<file path="src/rtl/rsv_pkg.sv">
package rsv_pkg;
    typedef enum logic [1:0] {
        ST_HOLD    = 2'd0,
        ST_STRETCH = 2'd1,
        ST_GUARD   = 2'd2,
        ST_IDLE    = 2'd3
    } rsv_state_e;

    localparam int          TMO_W       = 5;
    localparam logic [3:0]  RESTART_KEY = 4'b1010;
    localparam logic [TMO_W-1:0] TMO_STOP = {TMO_W{1'b1}};
    localparam logic        SEL_KICK    = 1'b0;
    localparam logic        SEL_CTRL    = 1'b1;
    localparam int          BIT_WTR     = 7;
    localparam int          BIT_POR     = 6;
    localparam int          BIT_EN      = 7;
endpackage

</file>
<file path="src/rtl/rsv_debounce.sv">
module rsv_debounce #(
    parameter int DEB_TICKS = 4
) (
    input  logic clk,
    input  logic rst_n,
    input  logic pin_in,
    input  logic tick_fast,
    input  logic ignore_pin,
    output logic accept
);
    localparam int CW = $clog2(DEB_TICKS + 1);
    localparam logic [CW-1:0] LAST = CW'(DEB_TICKS - 1);

    logic [1:0]    sync_q;
    logic [CW-1:0] cnt_q;
    logic          pin_low;

    assign pin_low = ~sync_q[1];

    always_ff @(posedge clk or negedge rst_n) begin
        if (!rst_n) begin
            sync_q <= 2'b11;
        end else begin
            sync_q <= {sync_q[0], pin_in};
        end
    end

    assign accept = tick_fast && pin_low && !ignore_pin && (cnt_q == LAST);

    always_ff @(posedge clk or negedge rst_n) begin
        if (!rst_n) begin
            cnt_q <= '0;
        end else if (ignore_pin || !pin_low) begin
            cnt_q <= '0;
        end else if (tick_fast) begin
            cnt_q <= (cnt_q == LAST) ? '0 : cnt_q + 1'b1;
        end
    end
endmodule

</file>
<file path="src/rtl/rsv_wdog.sv">
module rsv_wdog
    import rsv_pkg::*;
(
    input  logic             clk,
    input  logic             rst_n,
    input  logic             tick_slow,
    input  logic             hold_clear,
    input  logic             restart,
    input  logic [TMO_W-1:0] tmo_field,
    output logic             expire
);
    logic [TMO_W-1:0] act_q;
    logic [TMO_W-1:0] cnt_q;
    logic [TMO_W-1:0] period;
    logic             stopped;
    logic             at_end;

    assign stopped = (act_q == TMO_STOP);
    assign period  = (act_q == '0) ? TMO_W'(1) : act_q;
    assign at_end  = (cnt_q == period - TMO_W'(1));
    assign expire  = tick_slow && !stopped && !restart && !hold_clear && at_end;

    always_ff @(posedge clk or negedge rst_n) begin
        if (!rst_n) begin
            act_q <= TMO_STOP;
            cnt_q <= '0;
        end else if (restart) begin
            act_q <= tmo_field;
            cnt_q <= '0;
        end else if (hold_clear) begin
            cnt_q <= '0;
        end else if (tick_slow && !stopped) begin
            cnt_q <= at_end ? '0 : cnt_q + 1'b1;
        end
    end
endmodule

</file>
<file path="src/rtl/rsv_regs.sv">
module rsv_regs
    import rsv_pkg::*;
(
    input  logic             clk,
    input  logic             rst_n,
    input  logic             wr_en,
    input  logic             wr_sel,
    input  logic [7:0]       wr_data,
    input  logic             set_wtr,
    input  logic             set_por,
    output logic             restart,
    output logic [TMO_W-1:0] tmo_field,
    output logic             wd_en,
    output logic             flag_wtr,
    output logic             flag_por
);
    logic kick_wr;
    logic ctrl_wr;

    assign kick_wr = wr_en && (wr_sel == SEL_KICK);
    assign ctrl_wr = wr_en && (wr_sel == SEL_CTRL);
    assign restart = kick_wr && (wr_data[3:0] == RESTART_KEY);

    always_ff @(posedge clk or negedge rst_n) begin
        if (!rst_n) begin
            tmo_field <= TMO_STOP;
            wd_en     <= 1'b0;
        end else if (ctrl_wr) begin
            tmo_field <= wr_data[TMO_W-1:0];
            wd_en     <= wr_data[BIT_EN];
        end
    end

    always_ff @(posedge clk or negedge rst_n) begin
        if (!rst_n) begin
            flag_wtr <= 1'b0;
            flag_por <= 1'b0;
        end else begin
            if (set_wtr) begin
                flag_wtr <= 1'b1;
            end else if (kick_wr && !wr_data[BIT_WTR]) begin
                flag_wtr <= 1'b0;
            end
            if (set_por) begin
                flag_por <= 1'b1;
            end else if (kick_wr && !wr_data[BIT_POR]) begin
                flag_por <= 1'b0;
            end
        end
    end
endmodule

</file>
<file path="src/rtl/rsv_fsm.sv">
module rsv_fsm
    import rsv_pkg::*;
#(
    parameter int PULSE_TICKS = 1
) (
    input  logic clk,
    input  logic rst_n,
    input  logic supply_ok,
    input  logic tick_slow,
    input  logic tick_fast,
    input  logic manual_accept,
    input  logic wd_expire,
    input  logic wd_en,
    output logic drive_low,
    output logic ignore_pin,
    output logic set_por,
    output logic set_wtr
);
    localparam int END_CNT = PULSE_TICKS + 1;
    localparam int CW      = $clog2(END_CNT + 1);
    localparam logic [CW-1:0] LAST = CW'(END_CNT - 1);

    rsv_state_e    state_q;
    rsv_state_e    state_d;
    logic [CW-1:0] cnt_q;
    logic          wd_fire;

    assign wd_fire = wd_expire && wd_en;

    always_comb begin
        state_d = state_q;
        unique case (state_q)
            ST_HOLD: begin
                if (supply_ok) state_d = ST_STRETCH;
            end
            ST_STRETCH: begin
                if (tick_slow && cnt_q == LAST) state_d = ST_GUARD;
            end
            ST_GUARD: begin
                if (tick_fast) state_d = ST_IDLE;
            end
            ST_IDLE: begin
                if (manual_accept || wd_fire) state_d = ST_STRETCH;
            end
        endcase
        if (!supply_ok) state_d = ST_HOLD;
    end

    always_ff @(posedge clk or negedge rst_n) begin
        if (!rst_n) begin
            state_q <= ST_HOLD;
            cnt_q   <= '0;
        end else begin
            state_q <= state_d;
            if (state_q != ST_STRETCH || state_d != ST_STRETCH) begin
                cnt_q <= '0;
            end else if (tick_slow) begin
                cnt_q <= cnt_q + 1'b1;
            end
        end
    end

    always_comb begin
        drive_low  = (state_q == ST_HOLD) || (state_q == ST_STRETCH);
        ignore_pin = (state_q != ST_IDLE);
        set_por    = !supply_ok || ((state_q == ST_IDLE) && manual_accept);
        set_wtr    = (state_q == ST_IDLE) && wd_fire;
    end
endmodule

</file>
<file path="src/rtl/rst_supervisor.sv">
module rst_supervisor
    import rsv_pkg::*;
#(
    parameter int PULSE_TICKS = 1,
    parameter int DEB_TICKS   = 4
) (
    input  logic             clk,
    input  logic             rst_n,
    input  logic             supply_ok,
    input  logic             tick_slow,
    input  logic             tick_fast,
    input  logic             pin_in,
    input  logic             wr_en,
    input  logic             wr_sel,
    input  logic [7:0]       wr_data,
    output logic             rst_drive_low,
    output logic             wd_enable,
    output logic [TMO_W-1:0] wd_timeout,
    output logic             flag_wtr,
    output logic             flag_por
);
    logic manual_accept;
    logic ignore_pin;
    logic wd_expire;
    logic restart;
    logic set_por;
    logic set_wtr;
    logic hold_clear;

    assign hold_clear = rst_drive_low || !supply_ok;

    rsv_debounce #(.DEB_TICKS(DEB_TICKS)) u_deb (
        .clk        (clk),
        .rst_n      (rst_n),
        .pin_in     (pin_in),
        .tick_fast  (tick_fast),
        .ignore_pin (ignore_pin),
        .accept     (manual_accept)
    );

    rsv_wdog u_wdog (
        .clk        (clk),
        .rst_n      (rst_n),
        .tick_slow  (tick_slow),
        .hold_clear (hold_clear),
        .restart    (restart),
        .tmo_field  (wd_timeout),
        .expire     (wd_expire)
    );

    rsv_regs u_regs (
        .clk       (clk),
        .rst_n     (rst_n),
        .wr_en     (wr_en),
        .wr_sel    (wr_sel),
        .wr_data   (wr_data),
        .set_wtr   (set_wtr),
        .set_por   (set_por),
        .restart   (restart),
        .tmo_field (wd_timeout),
        .wd_en     (wd_enable),
        .flag_wtr  (flag_wtr),
        .flag_por  (flag_por)
    );

    rsv_fsm #(.PULSE_TICKS(PULSE_TICKS)) u_fsm (
        .clk           (clk),
        .rst_n         (rst_n),
        .supply_ok     (supply_ok),
        .tick_slow     (tick_slow),
        .tick_fast     (tick_fast),
        .manual_accept (manual_accept),
        .wd_expire     (wd_expire),
        .wd_en         (wd_enable),
        .drive_low     (rst_drive_low),
        .ignore_pin    (ignore_pin),
        .set_por       (set_por),
        .set_wtr       (set_wtr)
    );
endmodule

</file>
<file path="config.mk">
export PLATFORM = sky130hd
export DESIGN_NAME = rst_supervisor
export DESIGN_NICKNAME = d
export VERILOG_FILES = /design/src/rtl/rsv_pkg.sv /design/src/rtl/rsv_debounce.sv /design/src/rtl/rsv_wdog.sv /design/src/rtl/rsv_regs.sv /design/src/rtl/rsv_fsm.sv /design/src/rtl/rst_supervisor.sv
export SDC_FILE = /design/constraint.sdc
export NUM_CORES = 1
export LEC_CHECK = 0
export ABC_AREA = 0
export BUFFER_PORTS_ARGS = -buffer_cell sky130_fd_sc_hd__buf_4
export CAP_MARGIN = 20
export CORE_MARGIN = 8
export CORE_UTILIZATION = 30
export DETAILED_ROUTE_END_ITERATION = 10
export GPL_TIMING_DRIVEN = 0
export PLACE_DENSITY_LB_ADDON = 0.3
export SYNTH_ARGS = -nofsm -noshare
export SYNTH_HDL_FRONTEND = slang
export SYNTH_SLANG_ARGS = --single-unit
</file>
<file path="constraint.sdc">
create_clock -name clk -period 2.7 [get_ports clk]
set_input_delay 0.27 -clock clk [delete_from_list [all_inputs] [get_ports clk]]
set_output_delay 0.27 -clock clk [all_outputs]
set_load 0.02 [all_outputs]
</file>
==> metrics.yaml <==
synthesis:
  syn_area_per_cell_um2: 11.2
  yosys_warnings: 0
  synth_cell_type_count: 31
  ys_seq_area_share_pct: 50.7
  syn_area_um2: 1360
  synth.area.top_cells: "dfrtp_1 (28%), dfstp_2 (23%), mux2_2 (9.1%), ha_1 (3.7%), mux2i_1 (3.7%)"
  async_flop_share_pct: 100
  synth-seq-cells: 27
  yosys.area.top_type: "dfrtp_1"
  synthCells: 122
  synth_flop_cell: "dfrtp_1"
  synth_edf_count: 0
  synth.most_common_cell: "dfrtp_1"
  synth_top_area_share_pct: 27.6
  synthTopCellsByCount: "dfrtp_1 (15), dfstp_2 (12), mux2_2 (11), nand3_1 (9), nor2_1 (9)"
  synth.net_count: 142
routing:
  wl_mm: 2.89
  drc_errors: 0
  vias: 1022
  firstDrtPassIters: 4
  dr.first_iter.drc_count: 52
  ant_nets: 0
  post_drt_via_cell_ratio: 5.06
  wl_per_cell_um: 14.3
setup_path:
  critPathRequiredTime_ns: 2.86
  rr_worst_depth: 8
  arrival_ns: 2.59
  worstSetupEndpointType: "flop"
  startpoint_type: "flop"
  worstPathMaxFanout: 6
  worstSetupPathType: "reg -> reg"
timing:
  skew_ns: 0.00290
  setup_tns_ns: 0
  max_freq_mhz: 412
  hold_slack_ns: 0.102
  slew-limit-headroom_pct: 62.4
  worstMarginPinSlew_ns: 0.559
  fin_crit_ns: 2.43
  rsz0062_at_grt: "false"
  setup_violations: 0
  finalHoldViolCount: 0
  slew_violations: 0
  period_share_pct: 89.9
clock_network:
  cts_sinks: 27
  cts_buffers: 3
  cts.path.max_buffers: 2
  cts_root_buf: "clkbuf_8"
  cts_tree: "done"
  path_clk_slew_ns: 0.09
  cts_htree_levels: 1
  insertion_delay_ns: 0.26
  ctsResizeCount: 0
placement:
  hpwl_mm: 2.26
  io_buffers: 23
  place.gp.congestion: 0.757
global_route:
  gr-total-overflow: 0
  grt_pass1_vias: 1118
  track_usage_pct: 8.67
  antenna_found_initial: 0
  grt_pass1_wl_mm: 5.24
  grt_max_degree: 28
cells_and_area:
  drive_above_1_share_pct: 36.0
  nNetsFinal: 171
  fill_cells: 422
  syn_to_final_growth_pct: 21.5
  antenna_cells: 0
die:
  io-pin-count: 25
  num_rows: 24
  die_width_um: 83.4
  start_util_pct: 31.3
  die_area_um2: 6950
  dieHeight_um: 83.4
  core_um2: 4350
power_and_ir_drop:
  vdd_drop_max_uv: 258
  powerDensity_nw_per_um2: 590
  p_leak_nw: 0.718
  totalPowerFinal_mw: 0.976
status:
  status: "finished, final reports clean"
hold_path:
  whs_path_depth: 1
  min_path_type: "in -> reg"
flow_run:
  maxCapViolCount: 0
logic make-up (layout without fill, tap and decap cells):
group	Yosys count	count (layout)	synth area share [%]
AO/OA/AOI/OAI	17	17	8.46
XOR/XNOR	7	7	4.50
adder cells (fa/ha/maj)	4	4	3.68
buffers and inverters	6	34	2.30
flip-flops	27	27	50.7
multiplexers	16	16	12.8
AND/OR/NAND/NOR	45	45	17.6
through the flow:
stage	cells	worst slack, ns	cell area, µm²	utilization [%]
2_1_floorplan	122	0.464	1360	-
3_3_place_gp	197	0.348	1600	36.7
3_5_place_dp	197	0.269	1600	36.7
4_1_cts	202	0.254	1650	38.0
5_1_grt	202	0.123	1650	38.0
6_report	202	0.274	1650	38.0
final cells by class:
| class | instances | area, µm² | area share (%) |
|---|---|---|---|
| sequential | 27 | 691 | 41.8 |
| multi-input combinational | 89 | 639 | 38.7 |
| buffer | 2 | 16.3 | 0.983 |
| inverter | 4 | 15.0 | 0.908 |
| tap | 52 | 65.1 | 3.93 |
| timing repair buffer | 24 | 183 | 11.0 |
| clock buffer | 4 | 45.0 | 2.72 |
worst max-delay path, stage by stage, from the launching register on:
cell and delay (ns):
dfstp_2 0.60, nor4_1 0.07, nor2_1 0.15, ha_1 0.21, nor3b_1 0.26, xnor2_1 0.15, nand3_1 0.11, or3_4 0.42
o311a_1 0.35
flip-flops by register name (all words and copies together), names as in the netlist, 2 cells and up:
signal,cells
u_fsm.cnt_q,2
u_regs.tmo_field,5
u_deb.sync_q,2
u_deb.cnt_q,3
u_fsm.state_q,2
u_wdog.cnt_q,5
u_wdog.act_q,5
placed cells by master, fill, tap and decap left out, drive strengths merged:
| master | netlist | routed |
|---|---|---|
| buf | 2 | 25 |
| dfrtp | 15 | 15 |
| dfstp | 12 | 12 |
| mux2 | 11 | 11 |
| nor2 | 9 | 9 |
| nand3 | 9 | 9 |
| nand2 | 7 | 7 |
| o21ai | 7 | 7 |
| nor4 | 5 | 5 |
| mux2i | 5 | 5 |
| nor3 | 5 | 5 |
| inv | 4 | 4 |
| xor2 | 4 | 4 |
| ha | 4 | 4 |
| clkbuf | 0 | 4 |
| xnor2 | 3 | 3 |
| nor2b | 2 | 2 |
| o311a | 2 | 2 |
| o21a | 2 | 2 |
| nand2b | 2 | 2 |
| and3 | 2 | 2 |
| a31oi | 2 | 2 |
| nor3b | 1 | 1 |
| or3 | 1 | 1 |
| nor4bb | 1 | 1 |
| nand4 | 1 | 1 |
| a21oi | 1 | 1 |
| o31ai | 1 | 1 |
| a32o | 1 | 1 |
| a22o | 1 | 1 |
| dlygate4sd3 | 0 | 1 |
path summary, 6_finish.rpt:
path,start,endpoint,slack (ns)
hold / removal,pin_in,u_deb.sync_q[0],0.10
hold reg to reg,u_deb.sync_q[0],u_deb.sync_q[1],0.36
setup reg to reg,u_wdog.act_q[2],u_fsm.state_q[1],0.27
min in group asynchronous,rst_n,u_fsm.cnt_q[0],0.47
max in group asynchronous,rst_n,u_wdog.act_q[4],1.93
setup / recovery,u_wdog.act_q[2],u_fsm.state_q[1],0.27
where the power goes:
group          switching, mW  internal, mW
clock                  0.119         0.105
sequential            0.0425         0.464
combinational          0.120         0.125
routing by layer:
metal  wire, µm  GRT usage [%]  vias up
met3         94           1.37        4
met1       1310           10.1      498
met5          0              0        -
met4         58           4.31        0
met2       1420           15.0       22
li1           -              -      498
repair_timing:
item	4_1_cts	5_1_grt
endpoints found under the hold margin	15	0
setup endpoints to repair	0	0
setup buffers	0	0
hold buffers	1	0
No activity file was read; power rests on OpenSTA's default activity.
